### config.mk
export PLATFORM = sky130hd
export DESIGN_NAME = tbase_clk_sel
export DESIGN_NICKNAME = d
export VERILOG_FILES = /design/src/rtl/tbase_pkg.sv /design/src/rtl/tbase_mod_cnt.sv /design/src/rtl/tbase_ext_sync.sv /design/src/rtl/tbase_sel_hold.sv /design/src/rtl/tbase_clk_sel.sv
export SDC_FILE = /design/constraint.sdc
export NUM_CORES = 1
export LEC_CHECK = 0
export BUFFER_PORTS_ARGS = -buffer_cell sky130_fd_sc_hd__buf_2
export CORE_MARGIN = 2
export CORE_UTILIZATION = 60
export DETAILED_ROUTE_END_ITERATION = 8
export PLACE_DENSITY = 0.81
export SLEW_MARGIN = 30
export SYNTH_ARGS = -nofsm -noshare
export SYNTH_HDL_FRONTEND = slang
export SYNTH_SLANG_ARGS = --single-unit
### constraint.sdc
create_clock -name clk -period 4.86 [get_ports clk]
set_input_delay 0.243 -clock clk [delete_from_list [all_inputs] [get_ports clk]]
set_output_delay 0.243 -clock clk [all_outputs]
set_load 0.01 [all_outputs]
### src/rtl/tbase_pkg.sv
package tbase_pkg;

  typedef enum logic [1:0] {
    SRC_INT     = 2'd0,
    SRC_SLOW    = 2'd1,
    SRC_EXT     = 2'd2,
    SRC_EXT_ALT = 2'd3
  } src_mode_e;

  localparam int SRC_W = 2;

endpackage

### src/rtl/tbase_mod_cnt.sv
module tbase_mod_cnt #(
  parameter int MOD = 10,
  localparam int W = (MOD > 1) ? $clog2(MOD) : 1
) (
  input  logic         clk,
  input  logic         rst,
  input  logic         en_i,
  output logic [W-1:0] cnt_o,
  output logic         wrap_o
);

  localparam logic [W-1:0] LAST = W'(MOD - 1);

  // Output strobe in the same cycle as the wrap.
  assign wrap_o = en_i && (cnt_o == LAST);

  always_ff @(posedge clk) begin
    if (rst) begin
      cnt_o <= '0;
    end else if (en_i) begin
      if (cnt_o == LAST) cnt_o <= '0;
      else               cnt_o <= cnt_o + 1'b1;
    end
  end

endmodule

### src/rtl/tbase_ext_sync.sv
module tbase_ext_sync #(
  parameter int STAGES = 2
) (
  input  logic clk,
  input  logic rst,
  input  logic async_i,
  output logic rise_o
);

  logic [STAGES-1:0] sync_q;
  logic              prev_q;

  always_ff @(posedge clk) begin
    if (rst) begin
      sync_q <= '0;
      prev_q <= 1'b0;
    end else begin
      sync_q <= {sync_q[STAGES-2:0], async_i};
      prev_q <= sync_q[STAGES-1];
    end
  end

  assign rise_o = sync_q[STAGES-1] & ~prev_q;

endmodule

### src/rtl/tbase_sel_hold.sv
module tbase_sel_hold #(
  parameter int W = 2
) (
  input  logic         clk,
  input  logic         rst,
  input  logic [W-1:0] req_i,
  input  logic         ready_i,
  output logic [W-1:0] act_o
);

  // Reset takes the request as is; afterwards a new request waits for ready_i.
  always_ff @(posedge clk) begin
    if (rst) begin
      act_o <= req_i;
    end else if (ready_i && (req_i != act_o)) begin
      act_o <= req_i;
    end
  end

endmodule

### src/rtl/tbase_clk_sel.sv
module tbase_clk_sel
  import tbase_pkg::*;
#(
  parameter int NUM_PRE     = 8,
  parameter int NUM_DEC     = 5,
  parameter int DEC_MOD     = 10,
  parameter int SLOW_SRC    = 3,
  parameter int SLOW_MOD    = 100,
  parameter int CODE_W      = 4,
  parameter int SYNC_STAGES = 2,
  localparam int PRE_W = (NUM_PRE > 1) ? $clog2(NUM_PRE) : 1
) (
  input  logic              clk,
  input  logic              rst,
  input  logic [NUM_PRE-1:0] pre_stb_i,
  input  logic [PRE_W-1:0]  pre_sel_i,
  input  logic [CODE_W-1:0] tdiv_i,
  input  logic [1:0]        mode_i,
  input  logic              ext_clk_i,
  output logic              clk_en_o,
  output logic              clk_sq_o
);

  localparam int DEC_W  = $clog2(DEC_MOD);
  localparam int SLOW_W = $clog2(SLOW_MOD);
  localparam logic [CODE_W-1:0] FIRST_QUIET = CODE_W'(NUM_DEC);

  function automatic logic pick_pre(input logic [NUM_PRE-1:0] v,
                                    input logic [PRE_W-1:0] s);
    logic r;
    r = 1'b0;
    for (int i = 0; i < NUM_PRE; i++) begin
      if (s == PRE_W'(i)) r = v[i];
    end
    return r;
  endfunction

  function automatic logic pick_tap(input logic [NUM_DEC-1:0] t,
                                    input logic [CODE_W-1:0] c);
    logic r;
    r = 1'b0;
    for (int i = 0; i < NUM_DEC; i++) begin
      if (c == CODE_W'(i)) r = t[i];
    end
    return r;
  endfunction

  function automatic logic pick_src(input logic [1:0] m, input logic s_int,
                                    input logic s_slow, input logic s_ext);
    logic r;
    case (m)
      SRC_INT:  r = s_int;
      SRC_SLOW: r = s_slow;
      default:  r = s_ext;
    endcase
    return r;
  endfunction

  // Prescaler tap selection, aligned to the new tap's strobe
  logic [PRE_W-1:0] act_pre;
  logic             pre_cand;
  logic             chain_in;

  assign pre_cand = pick_pre(pre_stb_i, pre_sel_i);

  tbase_sel_hold #(.W(PRE_W)) u_pre_hold (
    .clk     (clk),
    .rst     (rst),
    .req_i   (pre_sel_i),
    .ready_i (pre_cand),
    .act_o   (act_pre)
  );

  assign chain_in = pick_pre(pre_stb_i, act_pre);

  // Decade cascade
  logic [NUM_DEC:0]         stage_en;
  logic [NUM_DEC*DEC_W-1:0] dec_cnt;
  logic [NUM_DEC-1:0]       tap;

  assign stage_en[0] = chain_in;

  for (genvar g = 0; g < NUM_DEC; g++) begin : g_dec
    tbase_mod_cnt #(.MOD(DEC_MOD)) u_cnt (
      .clk    (clk),
      .rst    (rst),
      .en_i   (stage_en[g]),
      .cnt_o  (dec_cnt[g*DEC_W +: DEC_W]),
      .wrap_o (stage_en[g+1])
    );
  end

  assign tap = stage_en[NUM_DEC:1];

  // Slow clock from a chosen stage
  logic [SLOW_W-1:0] slow_cnt;
  logic              slow_stb;

  tbase_mod_cnt #(.MOD(SLOW_MOD)) u_slow (
    .clk    (clk),
    .rst    (rst),
    .en_i   (tap[SLOW_SRC-1]),
    .cnt_o  (slow_cnt),
    .wrap_o (slow_stb)
  );

  // Internal selector
  logic [CODE_W-1:0] act_code;
  logic              code_quiet;
  logic              code_ready;
  logic              int_stb;

  assign code_quiet = (tdiv_i >= FIRST_QUIET);
  assign code_ready = pick_tap(tap, tdiv_i) | code_quiet;

  tbase_sel_hold #(.W(CODE_W)) u_code_hold (
    .clk     (clk),
    .rst     (rst),
    .req_i   (tdiv_i),
    .ready_i (code_ready),
    .act_o   (act_code)
  );

  assign int_stb = pick_tap(tap, act_code);

  // External clock
  logic ext_rise;

  tbase_ext_sync #(.STAGES(SYNC_STAGES)) u_ext (
    .clk     (clk),
    .rst     (rst),
    .async_i (ext_clk_i),
    .rise_o  (ext_rise)
  );

  // Output source selector
  logic [1:0] act_mode;
  logic       mode_ready;
  logic       en_next;

  assign mode_ready = pick_src(mode_i, int_stb, slow_stb, ext_rise);

  tbase_sel_hold #(.W(SRC_W)) u_mode_hold (
    .clk     (clk),
    .rst     (rst),
    .req_i   (mode_i),
    .ready_i (mode_ready),
    .act_o   (act_mode)
  );

  assign en_next = pick_src(act_mode, int_stb, slow_stb, ext_rise);

  always_ff @(posedge clk) begin
    if (rst) begin
      clk_en_o <= 1'b0;
      clk_sq_o <= 1'b0;
    end else begin
      clk_en_o <= en_next;
      clk_sq_o <= clk_sq_o ^ en_next;
    end
  end

endmodule

==> results of run 1 <==
[power breakdown]
part / internal, mW / total [mW] / switching [mW] / leakage, nW
Clock: 0.102 / 0.209 / 0.107 / 0.0437
Sequential: 0.360 / 0.372 / 0.0114 / 0.350
Combinational: 0.0338 / 0.0685 / 0.0348 / 0.471
Total: 0.497 / 0.650 / 0.153 / 0.865
[per-layer routing]
layer	part of all wire	wire length, µm	track usage	up-vias
li1	-	-	-	863
met5	0	0	0	-
met3	0.045	170	0.0563	5
met1	0.47	1770	0.255	781
met4	0.012	44	0.0571	0
met2	0.47	1790	0.339	35
[cell type report]
cell class	instances	area, µm²
Multi-Input combinational cell	172	1190
Fill cell	261	1020
Sequential cell	41	911
Timing Repair Buffer	21	105
Clock buffer	8	80.1
Tap cell	46	57.6
Inverter	7	26.3
[flip-flops by register name (all words and copies together), names as in the netlist]
register,flops
g_dec.u_cnt.cnt_o,20
u_slow.cnt_o,7
u_code_hold.act_o,4
u_pre_hold.act_o,3
u_ext.sync_q,2
u_mode_hold.act_o,2
clk_en_o,1
clk_sq_o,1
u_ext.prev_q,1
[path summary, 6_finish.rpt]
check	start	endpoint	slack, ps	depth (start not counted)
setup / recovery	u_pre_hold.act_o[2]$_DFFE_PP_	u_code_hold.act_o[1]$_DFFE_PP_	2120	6
hold / removal	pre_sel_i[1]	u_pre_hold.act_o[1]$_DFFE_PP_	100	1
setup reg to reg	u_pre_hold.act_o[2]$_DFFE_PP_	u_code_hold.act_o[1]$_DFFE_PP_	2120	6
hold reg to reg	u_ext.sync_q[0]$_SDFF_PP0_	u_ext.sync_q[1]$_SDFF_PP0_	470	1
[cell usage after synthesis, types with 2 or more instances]
cell	number
and2b_2	2
dfxtp_1	32
nand4b_1	2
edfxtp_1	9
nor2_1	21
a21oi_1	11
and2_1	2
mux2_2	5
nand2b_1	2
nand4_1	4
or3_1	6
a31oi_1	3
a221oi_1	2
inv_1	7
nand2_1	19
mux2i_1	6
xnor2_1	6
clkbuf_1	4
xor2_1	15
nor4_1	4
nor2b_1	12
o21ai_0	13
nor4b_1	2
o211ai_1	2
nor3_1	4
or2_2	2
a31o_2	2
nand3_1	5
mux4_2	4
[worst register-to-register path, stage by stage (launching register included)]
cell      delay, ps
edfxtp_1        580
mux2i_1         190
mux4_2          590
nor2_4          270
o21ai_0         150
and3b_1         180
o21ai_0         430
[cell families (layout without fill, tap and decap cells)]
logic type      Yosys count  count (layout)
flops                    41              41
buf+inv                  12              36
simple gates             97              97
compound gates           38              38
fa+ha+maj                 1               1
xor+xnor                 21              21
mux                      15              15
[per-stage QoR]
step | power (mW) | std cells | cell area [µm²] | worst slack (ps) | util
after global placement | 0.446 | 287 | 2290 | 2240 | 0.675
after CTS | 0.657 | 295 | 2370 | 2120 | 0.699
final | 0.650 | 295 | 2370 | 2120 | 0.699
after global routing | 0.676 | 295 | 2370 | 1930 | 0.699
after floorplan | 0.427 | 225 | 2150 | 2480 | -
after detailed placement | 0.448 | 287 | 2290 | 2180 | 0.675
==> key figures, run 1 <==
Worst setup path
  – Worst-path maximum fanout: 10
  – Critical path capture point type: flip-flop
  – CP Cell Sequence: mux2i_1, mux4_2, nor2_4, o21ai_0, and3b_1, o21ai_0
  – Worst path slowest cell: mux4_2
  – Worst path required time: 4850 ps
  – Worst Setup Start Kind: flip-flop
  – CP max stage delay: 590 ps
  – Cell family with most CP delay: multiplexers
  – Crit path DAT: 2740 ps
  – Buf/Inv on CP: 0
  – Top cell by count, worst path: o21ai_0
  – Critical setup path kind: flip-flop to flip-flop

Yosys
  – Synthesized Nets: 246
  – Async set-reset flop share out of synthesis: 0
  – Post-synthesis simple-gate area fraction: 0.258
  – Post-synth top area share: 0.298
  – Post-synth top area cell: dfxtp_1
  – Mux share of post-synthesis cell area: 0.0959
  – Cells after synthesis: 225
  – Synth Area in Compound Gates: 0.107
  – Post-synth EDFFs: 9
  – Register area share after synthesis: 0.423
  – Mapped Area: 2150 µm²
  – Synthesized area per cell: 9.56 µm²
  – Largest family of logic cells by synthesized area: simple AND/OR/NAND/NOR gates
  – Main flop type after synthesis: dfxtp_1
  – Yosys reg bits: 41
  – Number of distinct library cells after synthesis: 46
  – Post-Synth Adder-Cell Area: 0.00581
  – Post-synthesis xor/xnor area fraction: 0.0855
  – Most area-consuming cells after synthesis: dfxtp_1 (30%), edfxtp_1 (13%), xor2_1 (6.1%)
  – Synth Warn #: 0

Outcome
  – Status: complete, no violations

STA
  – Final hold viol count: 0
  – Max Slew Vio Count: 0
  – Rel. slew slack: 0.380
  – RSZ-0062 raised after global routing: false
  – Period minus WS final: 2740 ps
  – Fin crit share: 0.565
  – Worst hold slack: 102 ps
  – Fmax: 364 MHz
  – Layout Skew: 15.4 ps
  – Slew @ Worst Pin: 918 ps
  – Final setup viols: 0
  – Setup TNS: 0 ps

Clock network
  – Worst-skew pair later-pin latency: 340 ps
  – Root buf cell: clkbuf_4
  – CTS tree: built
  – Clock sink count: 41
  – Clk slew on worst S/H paths: 110 ps
  – # hold bufs at CTS: 0
  – Clk buf depth: 2
  – H-tree depth: 2
  – Setup bufs post-CTS: 0
  – CTS Buf Count: 5
  – Post-CTS sizing: 0

Route
  – Initial DRC count: 90
  – WL/cell: 12.8 µm
  – Residual DRC: 0
  – WL final: 3.78 mm
  – Routed via count: 1684
  – Pre-antenna DRT Iters: 4
  – ANT nets after route: 0
  – Detailed-route vias per instance: 5.71

Cells and area
  – Layout cells sized above 1: 0.197
  – Final Net Count: 269
  – Synth-to-layout area growth: 10.1%
  – Commonest non-fill, non-tap cells in the layout: dfxtp_1 (32), nor2_1 (21), buf_2 (21), nand2_1 (19), xor2_1 (15)
  – Most common cell after layout, fill and taps aside: dfxtp_1
  – Antenna diode count: 0

Global routing
  – Largest net degree at the start of global routing: 31
  – Total gr overflow: 0
  – Initial antenna violation count: 0
  – Gr usage total: 0.202
  – First-pass GRT wire length: 6.54 mm
  – Vias in the first global route: 1579

Place
  – IO buf count: 21
  – Routability cong.: 0.759
  – Dpl hpwl: 2.80 mm

Power
  – Power Dens Cells: 274 nW/µm²
  – Static leakage: 0.865 nW
  – Maximum VDD drop: 0.167 mV

Floorplan
  – Width of the chip: 63.9 µm
  – DIE HEIGHT: 63.9 µm
  – Area of the die: 4080 µm²
  – I/O pin total: 22
  – Initial Utilization: 0.635
  – Cell Rows: 21
  – Core region area: 3390 µm²

Run
  – MaxCap Viol Count: 0

Hold path
  – Class of the worst hold path: primary input to flip-flop
Power figures use the tool's default switching activity.
==> run 2: changes to the inputs <==
Settings changed: ABC_AREA set to 1, CORE_UTILIZATION 60 to 58, PLACE_DENSITY 0.81 to 0.79.
Clock period 4.86 ns to 2.85 ns, I/O delays scaled along.
==> key figures, run 2 <==
Worst setup path
  – CP Cell Sequence: nand2_1, nand3_1, nand3_2, nand3_4, nor2_8, nand2_2, a21oi_1, nand2_1, nand2_1, o21ai_0, nand2_1
  – CP max stage delay: 490 ps
  – Crit path DAT: 2020 ps
  – Top cell by count, worst path: nand2_1
  – Worst path required time: 2860 ps
  – Worst-path maximum fanout: 10
  – Worst Setup Start Kind: flip-flop
  – Critical setup path kind: flip-flop to flip-flop
  – Buf/Inv on CP: 0
  – Critical path capture point type: flip-flop
  – Cell family with most CP delay: simple AND/OR/NAND/NOR gates
  – Worst path slowest cell: edfxtp_1

Clock network
  – Clock sink count: 41
  – # hold bufs at CTS: 0
  – CTS Buf Count: 5
  – Clk buf depth: 2
  – CTS tree: built
  – Clk slew on worst S/H paths: 80 ps
  – H-tree depth: 2
  – Worst-skew pair later-pin latency: 290 ps
  – Root buf cell: clkbuf_8
  – Setup bufs post-CTS: 0
  – Post-CTS sizing: 0

Power
  – Comb power frac: 0.098
  – Seq pwr share: 0.528
  – Sw Share: 0.231
  – Maximum VDD drop: 0.438 mV
  – Power Dens Cells: 495 nW/µm²
  – Total power: 1.20 mW
  – Internal Pwr Total: 922 µW
  – Net Sw Power: 276 µW
  – Static leakage: 1.04 nW
  – Clock network power share: 0.374

Cells and area
  – Synth-to-layout area growth: 11.8%
  – Antenna diode count: 0
  – Commonest non-fill, non-tap cells in the layout: nand2_1 (51), inv_1 (47), dfxtp_1 (32), nor2_1 (27), buf_2 (21)
  – Design Area, Final: 2420 µm²
  – Layout cells sized above 1: 0.176
  – Max reg flops: 20
  – Largest Register: g_dec.u_cnt.cnt_o
  – Final Net Count: 326
  – Most common cell after layout, fill and taps aside: nand2_1
  – Top flop regs: g_dec.u_cnt.cnt_o (20), u_slow.cnt_o (7), u_code_hold.act_o (4)
  – Fill cell count: 319

Floorplan
  – Cell Rows: 22
  – DIE HEIGHT: 65.1 µm
  – Area of the die: 4240 µm²
  – Core region area: 3630 µm²
  – Initial Utilization: 0.596
  – I/O pin total: 22
  – Width of the chip: 65.1 µm

Global routing
  – M3 GR Usage: 0.0548
  – GR Util met1: 0.264
  – Met2 usage: 0.366
  – Initial antenna violation count: 0
  – Gr busiest metal: met2
  – Vias in the first global route: 1713
  – Total gr overflow: 0
  – First-pass GRT wire length: 7.11 mm
  – Largest net degree at the start of global routing: 26
  – Gr usage total: 0.212

Place
  – Post-DP Area: 2310 µm²
  – Routability cong.: 0.802
  – Setup WS pre-CTS: 836 ps
  – IO buf count: 21
  – Dpl hpwl: 2.96 mm

Yosys
  – Synthesized area per cell: 7.71 µm²
  – Top post-synthesis cells by count: nand2_1 (51), inv_1 (47), dfxtp_1 (32), nor2_1 (27), a21oi_1 (20)
  – Register area share after synthesis: 0.421
  – Most common cell in the netlist: nand2_1
  – Mapped Area: 2170 µm²
  – Synth Warn #: 0
  – Main flop type after synthesis: dfxtp_1
  – Yosys reg bits: 41
  – Most area-consuming cells after synthesis: dfxtp_1 (30%), edfxtp_1 (12%), nand2_1 (8.8%)
  – Synthesized Nets: 302
  – Cells after synthesis: 281
  – Number of distinct library cells after synthesis: 39
  – Post-synth EDFFs: 9
  – Post-synth top area cell: dfxtp_1
  – Async set-reset flop share out of synthesis: 0
  – Post-synth top area share: 0.296

STA
  – Max Slew Vio Count: 0
  – Rel. slew slack: 0.717
  – Period minus WS final: 2010 ps
  – Slew @ Worst Pin: 424 ps
  – Layout Skew: 10.4 ps
  – Final hold viol count: 0
  – Fin crit share: 0.707
  – Setup TNS: 0 ps
  – RSZ-0062 raised after global routing: false
  – Fmax: 497 MHz
  – Final WS setup: 836 ps
  – Final setup viols: 0
  – Worst hold slack: 51.2 ps

Route
  – Initial DRC count: 98
  – Pre-antenna DRT Iters: 6
  – Residual DRC: 0
  – Detailed-route vias per instance: 5.12
  – ANT nets after route: 0
  – WL/cell: 11.1 µm
  – Routed via count: 1813
  – WL final: 3.92 mm

Outcome
  – Status: complete, no violations

Run
  – MaxCap Viol Count: 0

Hold path
  – Class of the worst hold path: primary input to flip-flop
==> run 2: cell count changes in the layout (fill, tap and decap cells not counted), moves of 7 or more <==
cell and delta:
a21oi_1 +9, nand3_1 +10, nor2b_1 -12, nand2_1 +32
inv_1 +40, xor2_1 -7
==> run 2: cell type report <==
| cell class | instances | area (µm²) | area share |
|---|---|---|---|
| Multi-Input combinational cell | 185 | 1050 | 0.433 |
| Sequential cell | 41 | 911 | 0.376 |
| Inverter | 51 | 191 | 0.0791 |
| Timing Repair Buffer | 21 | 105 | 0.0434 |
| Clock buffer | 6 | 72.6 | 0.0300 |
| Tap cell | 48 | 60.1 | 0.0248 |
| Clock inverter | 2 | 33.8 | 0.0140 |
==> run 2: worst paths after layout <==
check                                 from                              to  slack [ps]  cells past startpoint
min reg2reg     u_ext.sync_q[0]$_SDFF_PP0_      u_ext.sync_q[1]$_SDFF_PP0_         420                      2
min                              ext_clk_i      u_ext.sync_q[0]$_SDFF_PP0_          50                      3
max reg2reg  u_pre_hold.act_o[2]$_DFFE_PP_  u_mode_hold.act_o[0]$_DFFE_PP_         840                     11
max          u_pre_hold.act_o[2]$_DFFE_PP_  u_mode_hold.act_o[0]$_DFFE_PP_         840                     11
==> run 2: per-stage QoR <==
stage | utilization | cells
after floorplan | - | 281
after global placement | 0.637 | 346
after detailed placement | 0.637 | 346
after CTS | 0.666 | 354
after global routing | 0.666 | 354
final | 0.666 | 354
==> run 2: worst min-delay path, cell delays in order <==
cell    delay (ps)
buf_2           90
inv_1           40
nor2_1          30
==> run 2: metal layers <==
layer,up-vias,part of all wire
met1,811,0.49
li1,963,-
met5,-,0
met2,34,0.46
met3,5,0.038
met4,0,0.010
==> run 2: logic make-up after synthesis <==
family	synth area share
buffers and inverters	0.0959
flip-flops	0.421
AO/OA/AOI/OAI	0.125
XOR/XNOR	0.0526
AND/OR/NAND/NOR	0.300
adder cells (fa/ha/maj)	0.00578
==> run 2: power by group through the flow <==
stage | combinational [mW] | clock (mW) | sequential (mW)
floorplan | 0.0833 | 0 | 0.643
global placement | 0.115 | 0 | 0.645
detailed placement | 0.117 | 0 | 0.646
CTS | 0.118 | 0.459 | 0.633
global route | 0.135 | 0.486 | 0.636
finish | 0.117 | 0.448 | 0.633
